==> src/rtl/sram_pkg.sv <==
package sram_pkg;
  typedef enum logic [1:0] {
    CYC_IDLE,
    CYC_READ,
    CYC_WRITE,
    CYC_DESEL
  } cyc_e;
endpackage

==> src/rtl/sram_cmd_decode.sv <==
module sram_cmd_decode #(
  parameter int unsigned NBYTES = 2
) (
  input  logic              sleep_i,
  input  logic              adsp_i,
  input  logic              adsc_i,
  input  logic              ce_i,
  input  logic              gw_i,
  input  logic              bwe_i,
  input  logic [NBYTES-1:0] bsel_i,
  input  logic              active_i,
  output sram_pkg::cyc_e    cyc_o,
  output logic              load_o,
  output logic [NBYTES-1:0] wmask_o
);
  import sram_pkg::*;

  logic strobe, wr_req;

  assign strobe  = adsp_i | adsc_i;
  assign wmask_o = gw_i ? '1 : (bwe_i ? bsel_i : '0);
  assign wr_req  = |wmask_o;

  always_comb begin
    cyc_o  = CYC_IDLE;
    load_o = 1'b0;
    if (!sleep_i) begin
      if (strobe) begin
        if (!ce_i) begin
          cyc_o = CYC_DESEL;
        end else begin
          load_o = 1'b1;
          // processor strobe always reads
          cyc_o  = (!adsp_i && wr_req) ? CYC_WRITE : CYC_READ;
        end
      end else if (active_i) begin
        cyc_o = wr_req ? CYC_WRITE : CYC_READ;
      end
    end
  end
endmodule

==> src/rtl/sram_burst_ctr.sv <==
module sram_burst_ctr #(
  parameter int unsigned AW = 8
) (
  input  logic          clk_i,
  input  logic          rst_ni,
  input  logic          load_i,
  input  logic          step_i,
  input  logic          linear_i,
  input  logic [AW-1:0] addr_i,
  output logic [AW-1:0] addr_o
);
  localparam int unsigned HW = AW - 2;

  logic [HW-1:0] hi_q, hi_n;
  logic [1:0]    base_q, base_n, cnt_q, cnt_n, low;

  always_comb begin
    hi_n   = hi_q;
    base_n = base_q;
    cnt_n  = cnt_q;
    if (load_i) begin
      hi_n   = addr_i[AW-1:2];
      base_n = addr_i[1:0];
      cnt_n  = 2'd0;
    end else if (step_i) begin
      cnt_n = cnt_q + 2'd1;
    end
    low = linear_i ? (base_n + cnt_n) : (base_n ^ cnt_n);
  end

  assign addr_o = {hi_n, low};

  always_ff @(posedge clk_i or negedge rst_ni) begin
    if (!rst_ni) begin
      hi_q   <= '0;
      base_q <= '0;
      cnt_q  <= '0;
    end else begin
      hi_q   <= hi_n;
      base_q <= base_n;
      cnt_q  <= cnt_n;
    end
  end
endmodule

==> src/rtl/sram_out_stage.sv <==
module sram_out_stage #(
  parameter int unsigned DW = 16
) (
  input  logic          clk_i,
  input  logic          rst_ni,
  input  logic          live_i,
  input  logic          rd_i,
  input  logic          dsel_i,
  input  logic          pipe_i,
  input  logic          oe_i,
  input  logic [DW-1:0] mem_rd_i,
  output logic          drive_o,
  output logic [DW-1:0] rdata_o
);
  logic          s1_q, s2_q, dsel_q, s1_n;
  logic [DW-1:0] dout_q;

  // flow-through holds one extra cycle on the first deselect
  assign s1_n = rd_i ? 1'b1 : ((dsel_i && !pipe_i && !dsel_q) ? s1_q : 1'b0);

  always_ff @(posedge clk_i or negedge rst_ni) begin
    if (!rst_ni) begin
      s1_q   <= 1'b0;
      s2_q   <= 1'b0;
      dsel_q <= 1'b0;
      dout_q <= '0;
    end else begin
      dsel_q <= dsel_i;
      if (live_i) begin
        s1_q   <= s1_n;
        s2_q   <= s1_q;
        dout_q <= mem_rd_i;
      end
    end
  end

  assign drive_o = oe_i & (pipe_i ? s2_q : s1_q);
  assign rdata_o = drive_o ? (pipe_i ? dout_q : mem_rd_i) : '0;
endmodule

==> src/rtl/sync_burst_sram.sv <==
module sync_burst_sram #(
  parameter  int unsigned AW     = 8,
  parameter  int unsigned NBYTES = 2,
  parameter  int unsigned BYTE_W = 8,
  localparam int unsigned DW     = NBYTES * BYTE_W
) (
  input  logic              clk_i,
  input  logic              rst_ni,
  input  logic [AW-1:0]     addr_i,
  input  logic              adsp_i,
  input  logic              adsc_i,
  input  logic              adv_i,
  input  logic              ce_i,
  input  logic              gw_i,
  input  logic              bwe_i,
  input  logic [NBYTES-1:0] bsel_i,
  input  logic [DW-1:0]     wdata_i,
  input  logic              linear_i,
  input  logic              pipe_i,
  input  logic              oe_i,
  input  logic              sleep_i,
  output logic [DW-1:0]     rdata_o,
  output logic              drive_o
);
  import sram_pkg::*;

  localparam int unsigned DEPTH = 1 << AW;

  cyc_e              cyc;
  logic              load, access, step, active_q;
  logic [NBYTES-1:0] wmask;
  logic [AW-1:0]     cur_addr, addr_q;
  logic [DW-1:0]     mem_rd;

  sram_cmd_decode #(.NBYTES(NBYTES)) i_decode (
    .sleep_i (sleep_i),
    .adsp_i  (adsp_i),
    .adsc_i  (adsc_i),
    .ce_i    (ce_i),
    .gw_i    (gw_i),
    .bwe_i   (bwe_i),
    .bsel_i  (bsel_i),
    .active_i(active_q),
    .cyc_o   (cyc),
    .load_o  (load),
    .wmask_o (wmask)
  );

  assign access = (cyc == CYC_READ) || (cyc == CYC_WRITE);
  assign step   = access && !load && adv_i;

  sram_burst_ctr #(.AW(AW)) i_burst (
    .clk_i   (clk_i),
    .rst_ni  (rst_ni),
    .load_i  (load),
    .step_i  (step),
    .linear_i(linear_i),
    .addr_i  (addr_i),
    .addr_o  (cur_addr)
  );

  always_ff @(posedge clk_i or negedge rst_ni) begin
    if (!rst_ni) begin
      active_q <= 1'b0;
      addr_q   <= '0;
    end else begin
      if (load)                   active_q <= 1'b1;
      else if (cyc == CYC_DESEL)  active_q <= 1'b0;
      if (access) addr_q <= cur_addr;
    end
  end

  for (genvar b = 0; b < NBYTES; b++) begin : g_lane
    logic [BYTE_W-1:0] lane_mem [DEPTH];

    always_ff @(posedge clk_i) begin
      if (cyc == CYC_WRITE && wmask[b])
        lane_mem[cur_addr] <= wdata_i[b*BYTE_W +: BYTE_W];
    end

    assign mem_rd[b*BYTE_W +: BYTE_W] = lane_mem[addr_q];
  end

  sram_out_stage #(.DW(DW)) i_out (
    .clk_i   (clk_i),
    .rst_ni  (rst_ni),
    .live_i  (!sleep_i),
    .rd_i    (cyc == CYC_READ),
    .dsel_i  (cyc == CYC_DESEL),
    .pipe_i  (pipe_i),
    .oe_i    (oe_i),
    .mem_rd_i(mem_rd),
    .drive_o (drive_o),
    .rdata_o (rdata_o)
  );
endmodule

==> config.mk <==
export PLATFORM = sky130hd
export DESIGN_NAME = sync_burst_sram
export DESIGN_NICKNAME = d
export VERILOG_FILES = /design/src/rtl/sram_pkg.sv /design/src/rtl/sram_cmd_decode.sv /design/src/rtl/sram_burst_ctr.sv /design/src/rtl/sram_out_stage.sv /design/src/rtl/sync_burst_sram.sv
export SDC_FILE = /design/constraint.sdc
export NUM_CORES = 2
export LEC_CHECK = 0
export BUFFER_PORTS_ARGS = -buffer_cell sky130_fd_sc_hd__buf_4
export CAP_MARGIN = 10
export CORE_UTILIZATION = 40
export CTS_CLUSTER_DIAMETER = 200
export DETAILED_ROUTE_END_ITERATION = 6
export HOLD_SLACK_MARGIN = 0.05
export SLEW_MARGIN = 5
export SYNTH_ARGS = -nofsm -noshare
export SYNTH_HDL_FRONTEND = slang
export SYNTH_SLANG_ARGS = --single-unit
==> constraint.sdc <==
create_clock -name clk_i -period 4.45 [get_ports clk_i]
set_input_delay 0.89 -clock clk_i [delete_from_list [all_inputs] [get_ports clk_i]]
set_output_delay 0.89 -clock clk_i [all_outputs]
set_load 0.01 [all_outputs]
== Word-level counts from Yosys, hierarchy flattened ==
Memories as Yosys holds them, arrays and structs flattened.
Index checks and enable logic that the tools add are counted.

* Bits in registers: 38
* Bits in writable memories: 4096
* Logic and storage cells: 63
* Output and inout bits: 17
* Input port bits: 38
* Memories: 2

* Muxes and demuxes: 27
* Reduce and logical (&&, ||, !) cells: 15
* Equality and inequality tests: 4
* Add/subtract/negate cells: 2
* Bitwise operators: 4

{| class="wikitable"
|+ Memory list
! memory !! depth !! bits a word !! rd ports !! clocked after memory_dff !! write ports !! line !! source
|-
| g_lane[0].lane_mem || 256 || 8 || 1 || 0 || 1 || sync_burst_sram.sv:74 || <nowiki>logic [BYTE_W-1:0] lane_mem [DEPTH];</nowiki>
|-
| g_lane[1].lane_mem || 256 || 8 || 1 || 0 || 1 || sync_burst_sram.sv:74 ||
|}

{| class="wikitable"
|+ Operators by type and width
! operator !! count
|-
| 16-bit 2-to-1 mux || 2
|-
| 2-bit 2-to-1 mux || 12
|-
| 1-bit 2-to-1 mux || 12
|-
| 1-bit logical AND || 7
|-
| 6-bit 2-to-1 mux || 1
|-
| 2-bit equality test (second input constant) || 2
|-
| 1-bit logical NOT || 4
|-
| 2-bit by 1-bit adder with 2-bit output (second input constant) || 1
|-
| 2-bit adder || 1
|-
| 2-bit by 1-bit equality test with 1-bit output (second input constant) || 1
|-
| 2-bit by 1-bit != test with 1-bit output (second input constant) || 1
|-
| 2-bit AND reduction || 1
|-
| 2-bit nonzero test || 1
|-
| 2-bit OR reduction || 1
|-
| 2-bit bitwise XOR || 1
|-
| 1-bit AND || 1
|-
| 1-bit logical OR || 1
|-
| 1-bit inverter || 1
|-
| 1-bit bitwise OR || 1
|}

== Depth between registers and ports, before layout ==
* Word-level depth: 16
* Mapped depth: 18

== Hierarchy ==
A second synthesis with hierarchy kept.

* Cells, all modules: 7864
* Area total of the unflattened synthesis: 161730.1 µm²

{| class="wikitable"
|+ Modules (own cells, without submodules)
! module !! cells an instance !! instances !! area an instance (µm²) !! seq. area each (µm²)
|-
| sync_burst_sram || 7723 || 1 || 160188.6 || 123223.2
|-
| sram_out_stage || 99 || 1 || 1034.7 || 475.5
|-
| sram_burst_ctr || 29 || 1 || 427.9 || 250.2
|-
| sram_cmd_decode || 13 || 1 || 78.8 || 0.0
|}

== Worst setup path before layout ==
OpenSTA, ideal clock, no wires.

* Path kind: input -> register
* Start point: input port bsel_i[0]
* End point: memory g_lane[0].lane_mem[129][0] (enable)
* Stages on the path: 16
* Data arrival time: 3.816 ns
* Required time: 4.080 ns
* Slack: 0.264 ns
* Library setup time: 0.370 ns
* Cell sequence: o21ai_0 -> nand2b_1 -> a21oi_1 -> nor2_1 -> or2_2 -> inv_1 -> ha_1 -> clkbuf_1 -> nand3b_1 -> xor2_1 -> nor2_1 -> xor3_1 -> nor2_1 -> nand3_1 -> buf_2 -> nor2_1

* Word-level cells in the longest chain between the ends: 16

{| class="wikitable"
|+ Ends and longest elaborated chain
! item !! line !! source
|-
| from (decl) || sync_burst_sram.sv:16 || <nowiki>input logic [NBYTES-1:0] bsel_i,</nowiki>
|-
| 2-bit 2-to-1 mux (*) (2 in a row) || sram_cmd_decode.sv:21 || <nowiki>assign wmask_o = gw_i ? '1 : (bwe_i ? bsel_i : '0);</nowiki>
|-
| 2-bit OR reduction (*) || sram_cmd_decode.sv:22 || <nowiki>assign wr_req = |wmask_o;</nowiki>
|-
| 1-bit logical AND || sram_cmd_decode.sv:34 || <nowiki>cyc_o = (!adsp_i && wr_req) ? CYC_WRITE : CYC_READ;</nowiki>
|-
| 2-bit 2-to-1 mux || sram_cmd_decode.sv:34 ||
|-
| 2-bit 2-to-1 mux || sram_cmd_decode.sv:29 || <nowiki>if (!ce_i) begin</nowiki>
|-
| 2-bit 2-to-1 mux (*) || sram_cmd_decode.sv:28 || <nowiki>if (strobe) begin</nowiki>
|-
| 2-bit 2-to-1 mux (*) || sram_cmd_decode.sv:27 || <nowiki>if (!sleep_i) begin</nowiki>
|-
| 2-bit by 1-bit equality test with 1-bit output / 2-bit equality test (equally long branches) || sync_burst_sram.sv:49 || <nowiki>assign access = (cyc == CYC_READ) || (cyc == CYC_WRITE);</nowiki>
|-
| 1-bit logical OR (*) || sync_burst_sram.sv:49 ||
|-
| 1-bit logical AND (*) (2 in a row) || sync_burst_sram.sv:50 || <nowiki>assign step = access && !load && adv_i;</nowiki>
|-
| 2-bit 2-to-1 mux (*) || sram_burst_ctr.sv:25 || <nowiki>end else if (step_i) begin</nowiki>
|-
| 2-bit 2-to-1 mux (*) || sram_burst_ctr.sv:21 || <nowiki>if (load_i) begin</nowiki>
|-
| via i_burst.cnt_n[1] || sram_burst_ctr.sv:15 || <nowiki>logic [1:0] base_q, base_n, cnt_q, cnt_n, low;</nowiki>
|-
| 2-bit adder / 2-bit bitwise XOR (equally long branches) || sram_burst_ctr.sv:28 || <nowiki>low = linear_i ? (base_n + cnt_n) : (base_n ^ cnt_n);</nowiki>
|-
| 2-bit 2-to-1 mux (*) || sram_burst_ctr.sv:28 ||
|-
| to (decl) || sync_burst_sram.sv:74 ||
|}

The timed path passes the listed nets; every way through them passes the cells marked *.

== Final worst setup path ==
* Start point: register addr_q[0]
* End point: output port rdata_o[7]

* Word-level cells in the longest chain between the ends: 3

{| class="wikitable"
|+ Ends and longest elaborated chain
! item !! line !! source
|-
| from (decl) || sync_burst_sram.sv:32 || <nowiki>logic [AW-1:0] cur_addr, addr_q;</nowiki>
|-
| from (signal assigned) || sync_burst_sram.sv:69 || <nowiki>if (access) addr_q <= cur_addr;</nowiki>
|-
| memory read 256 x 8 bit || -- ||
|-
| 16-bit 2-to-1 mux (2 in a row) || sram_out_stage.sv:38 || <nowiki>assign rdata_o = drive_o ? (pipe_i ? dout_q : mem_rd_i) : '0;</nowiki>
|-
| to (decl) || sync_burst_sram.sv:22 || <nowiki>output logic [DW-1:0] rdata_o,</nowiki>
|}

No other way between the ends.

==> flow_summary.toml <==
[die]
dieArea_mm2 = 0.405
die_y_um = 636
initial_core_util = 0.402
core_mm2 = 0.400
ios = 55
row_count = 232
die_w_um = 636

[global_route]
grt_max_degree = 151
grt_remaining_overflow = 0
grt_pass1_wl_mm = 698
grt.total_usage = 0.244
antenna_found_initial = 25
grt_pass1_vias = 88058

[finish]
fill_cells = 31940
drive_above_1_share = 0.362
area_growth_pct = 21.7
postLayoutCoreUtil = 0.490
layout.nets = 9324
stdcell_count = 14888

[clock_network]
numCtsBuffers = 408
clkLatencyLatePin_ps = 1000
clockBufferDepth = 4
cts_tree = "built"
htreeDepth = 5
clock-root-buffer = "clkbuf_16"
path_clk_slew_ps = 60
cts_num_sinks = 4134

[logic_synthesis]
ys_ff_latch = 4134
syn_nets = 7759
syn_avg_cell_area_um2 = 20.9
ys_top_cells_by_count = "4,096 x edfxtp_1, 898 x mux4_2, 608 x nor2_1"
yosysTopAreaCell = "edfxtp_1"
synthFlopType = "edfxtp_1"
synth_cells = 7717
synthArstFlopShare = 0.00919
seq_area_frac_synth = 0.770
synth.distinct_cells = 93
synth_area_mm2 = 0.161
yosysMostFrequentCell = "edfxtp_1"
yosysWarnings = 0
synth_edf_count = 4096
ys_top_cells_by_area = "edfxtp_1 76%, mux4_2 13%, mux2i_1 1.9%"
synth_top_cell_area_share = 0.764

[sta]
timing.max_slew.rel_slack = 0.101
setup_ws_ps = -875
min_period_ps = 5330
worst_hold_slack_ps = 202
worst_slew_pin_slew_ps = 1350
hold_violations = 0
timing.fmax_ghz = 0.188
setup_viol = 16
period_share = 1.20
drv_slew = 0
finalClockSkew_ps = 69.9
rsz0062_at_grt = "true"

[setup_path]
startpoint_type = "register"
crit_fanout = 8
crit_arrival_ps = 4440
rr_startpoint = "active_q"
cp-end-kind = "primary output"
required_ps = 3560
r2r_end = "g_lane[1].lane_mem[26][3]"
rrSetupSlack_ps = 240
criticalPathCategory = "register to primary output"
worst-r2r-cell-count = 15

[routing]
vias_per_cell = 5.93
route.detailed.drc = 0
finalWirelength_mm = 504
ant_nets = 0
drt_iter0_drc = 12462
wl_per_cell_um = 33.9
firstDrtPassIters = 7
vias = 88261

[pwr]
clockPowerShare = 0.299
switching_share = 0.314
pwr-share-seq = 0.375
intPower_mw = 79.1
p_leak_nw = 64.3
p_switching_mw = 36.1
p_comb_frac = 0.326
irDropWorstVdd_mv = 0.383
power_density_mw_per_mm2 = 588

[min_path]
hold_path_startpoint = "addr_i[0]"
hp-class = "input port to register"
holdPathStages = 2
hold_end = "i_burst.base_q[0]"

[run]
maxCapViolCount = 0

[placement]
gp_congestion = 0.925
dp_hpwl_mm = 332
pre_cts_slack_ps = -839
place_inst = 13986
portBuffers = 54

[status]
violations = "setup timing"
status = "finished with violations"
placed cells by master, fill, tap and decap left out, drive strengths merged, types with 7 or more instances in the layout:
cell type / netlist / layout
edfxtp: 4096 / 4096
buf: 345 / 1606
mux4: 904 / 904
nor2: 609 / 609
clkbuf: 134 / 520
mux2i: 306 / 306
nand2: 240 / 240
a22oi: 180 / 180
clkinv: 0 / 168
a21oi: 109 / 109
o22ai: 103 / 103
o21ai: 82 / 82
nand3: 50 / 50
nor3: 48 / 48
a221oi: 45 / 45
mux2: 44 / 44
bufinv: 0 / 40
dfrtp: 38 / 38
inv: 18 / 34
a31oi: 30 / 30
o211ai: 26 / 26
a211oi: 22 / 22
nor2b: 22 / 22
clkinvlp: 0 / 19
a22o: 19 / 19
nor4: 19 / 19
o221ai: 18 / 18
nand2b: 15 / 15
nand4: 14 / 14
and3: 14 / 14
o2bb2ai: 13 / 13
and2: 13 / 13
a2111oi: 11 / 11
nand3b: 9 / 9
or2: 9 / 9
a221o: 9 / 9
diode: 0 / 8
o31ai: 8 / 8
bufbuf: 0 / 7
cell type report:
class	count	area [um2]	share of cell area
Tap cell	5265	6590	0.0336
Sequential cell	4134	124000	0.633
Timing Repair Buffer	1634	16200	0.0826
Clock inverter	243	2440	0.0125
Clock buffer	500	10800	0.0549
Inverter	18	90.1	0.000460
Antenna cell	8	20.0	0.000102
Multi-Input combinational cell	3086	35900	0.183
power groups by stage:
stage                     registers [mW]  logic (mW)  clock network, mW
after floorplan                     43.9        17.2                  0
after global placement              44.0        32.6                  0
after detailed placement            44.0        32.8                  0
after CTS                           43.1        35.9               34.8
after global routing                43.1        38.3               36.2
final                               43.1        37.6               34.5
flip-flops by register name, indices dropped and copies added (netlist names):
register and cells:
active_q 1, addr_q 8, g_lane.lane_mem 4096, i_burst.base_q 2, i_burst.cnt_q 2, i_burst.hi_q 6
i_out.dout_q 16, i_out.dsel_q 1, i_out.s1_q 1, i_out.s2_q 1
what timing repair did:
action,CTS,global route
pin swaps,67,57
setup endpoints to repair,16,31
endpoints found under the hold margin,38,0
buffers inserted,79,61
cloned,18,4
gates resized for setup,339,139
hold buffers,1,0
worst max-delay path by stage:
| stage | from | end | slack, ps |
|---|---|---|---|
| floorplan | bsel_i[0] | g_lane[0].lane_mem[129][0] | 260 |
| global placement | bsel_i[0] | g_lane[0].lane_mem[26][7] | -1060 |
| detailed placement | addr_q[0] | rdata_o[3] | -840 |
| CTS | addr_q[0] | rdata_o[4] | -920 |
| global route | addr_q[0] | rdata_o[9] | -870 |
| finish | addr_q[0] | rdata_o[7] | -880 |
routing by layer:
metal / vias up / part of all wire / GRT usage
li1: 35318 / - / -
met1: 46849 / 0.38 / 0.335
met2: 5198 / 0.47 / 0.383
met3: 888 / 0.10 / 0.0509
met4: 8 / 0.047 / 0.0986
met5: - / 0.00011 / 0
through the flow:
step / power, mW / setup TNS, ps / instance area, um2
floorplan: 61.1 / 0 / 161000
global placement: 76.6 / -2311760 / 179000
detailed placement: 76.8 / -1419750 / 179000
CTS: 114 / -13000 / 195000
global route: 118 / -12650 / 196000
finish: 115 / -12300 / 196000
logic make-up after synthesis:
| group | count (synthesis) | share of synthesized area |
|---|---|---|
| buf+inv | 497 | 0.0195 |
| mux | 1254 | 0.149 |
| compound gates | 738 | 0.0323 |
| flops | 4134 | 0.770 |
| fa+ha+maj | 4 | 0.000311 |
| simple gates | 1087 | 0.0288 |
| xor+xnor | 3 | 0.000257 |
critical path: stages, from the launching register on:
cell and delay (ps):
dfrtp_4 460, buf_12 210, buf_16 190, buf_12 140
mux4_2 550, a22oi_2 280, a21oi_1 110, buf_4 170
nor4_4 330, buf_4 230, a221o_1 260, o22ai_2 140
buf_6 180, buf_6 110
Power figures use the tool's default switching activity.
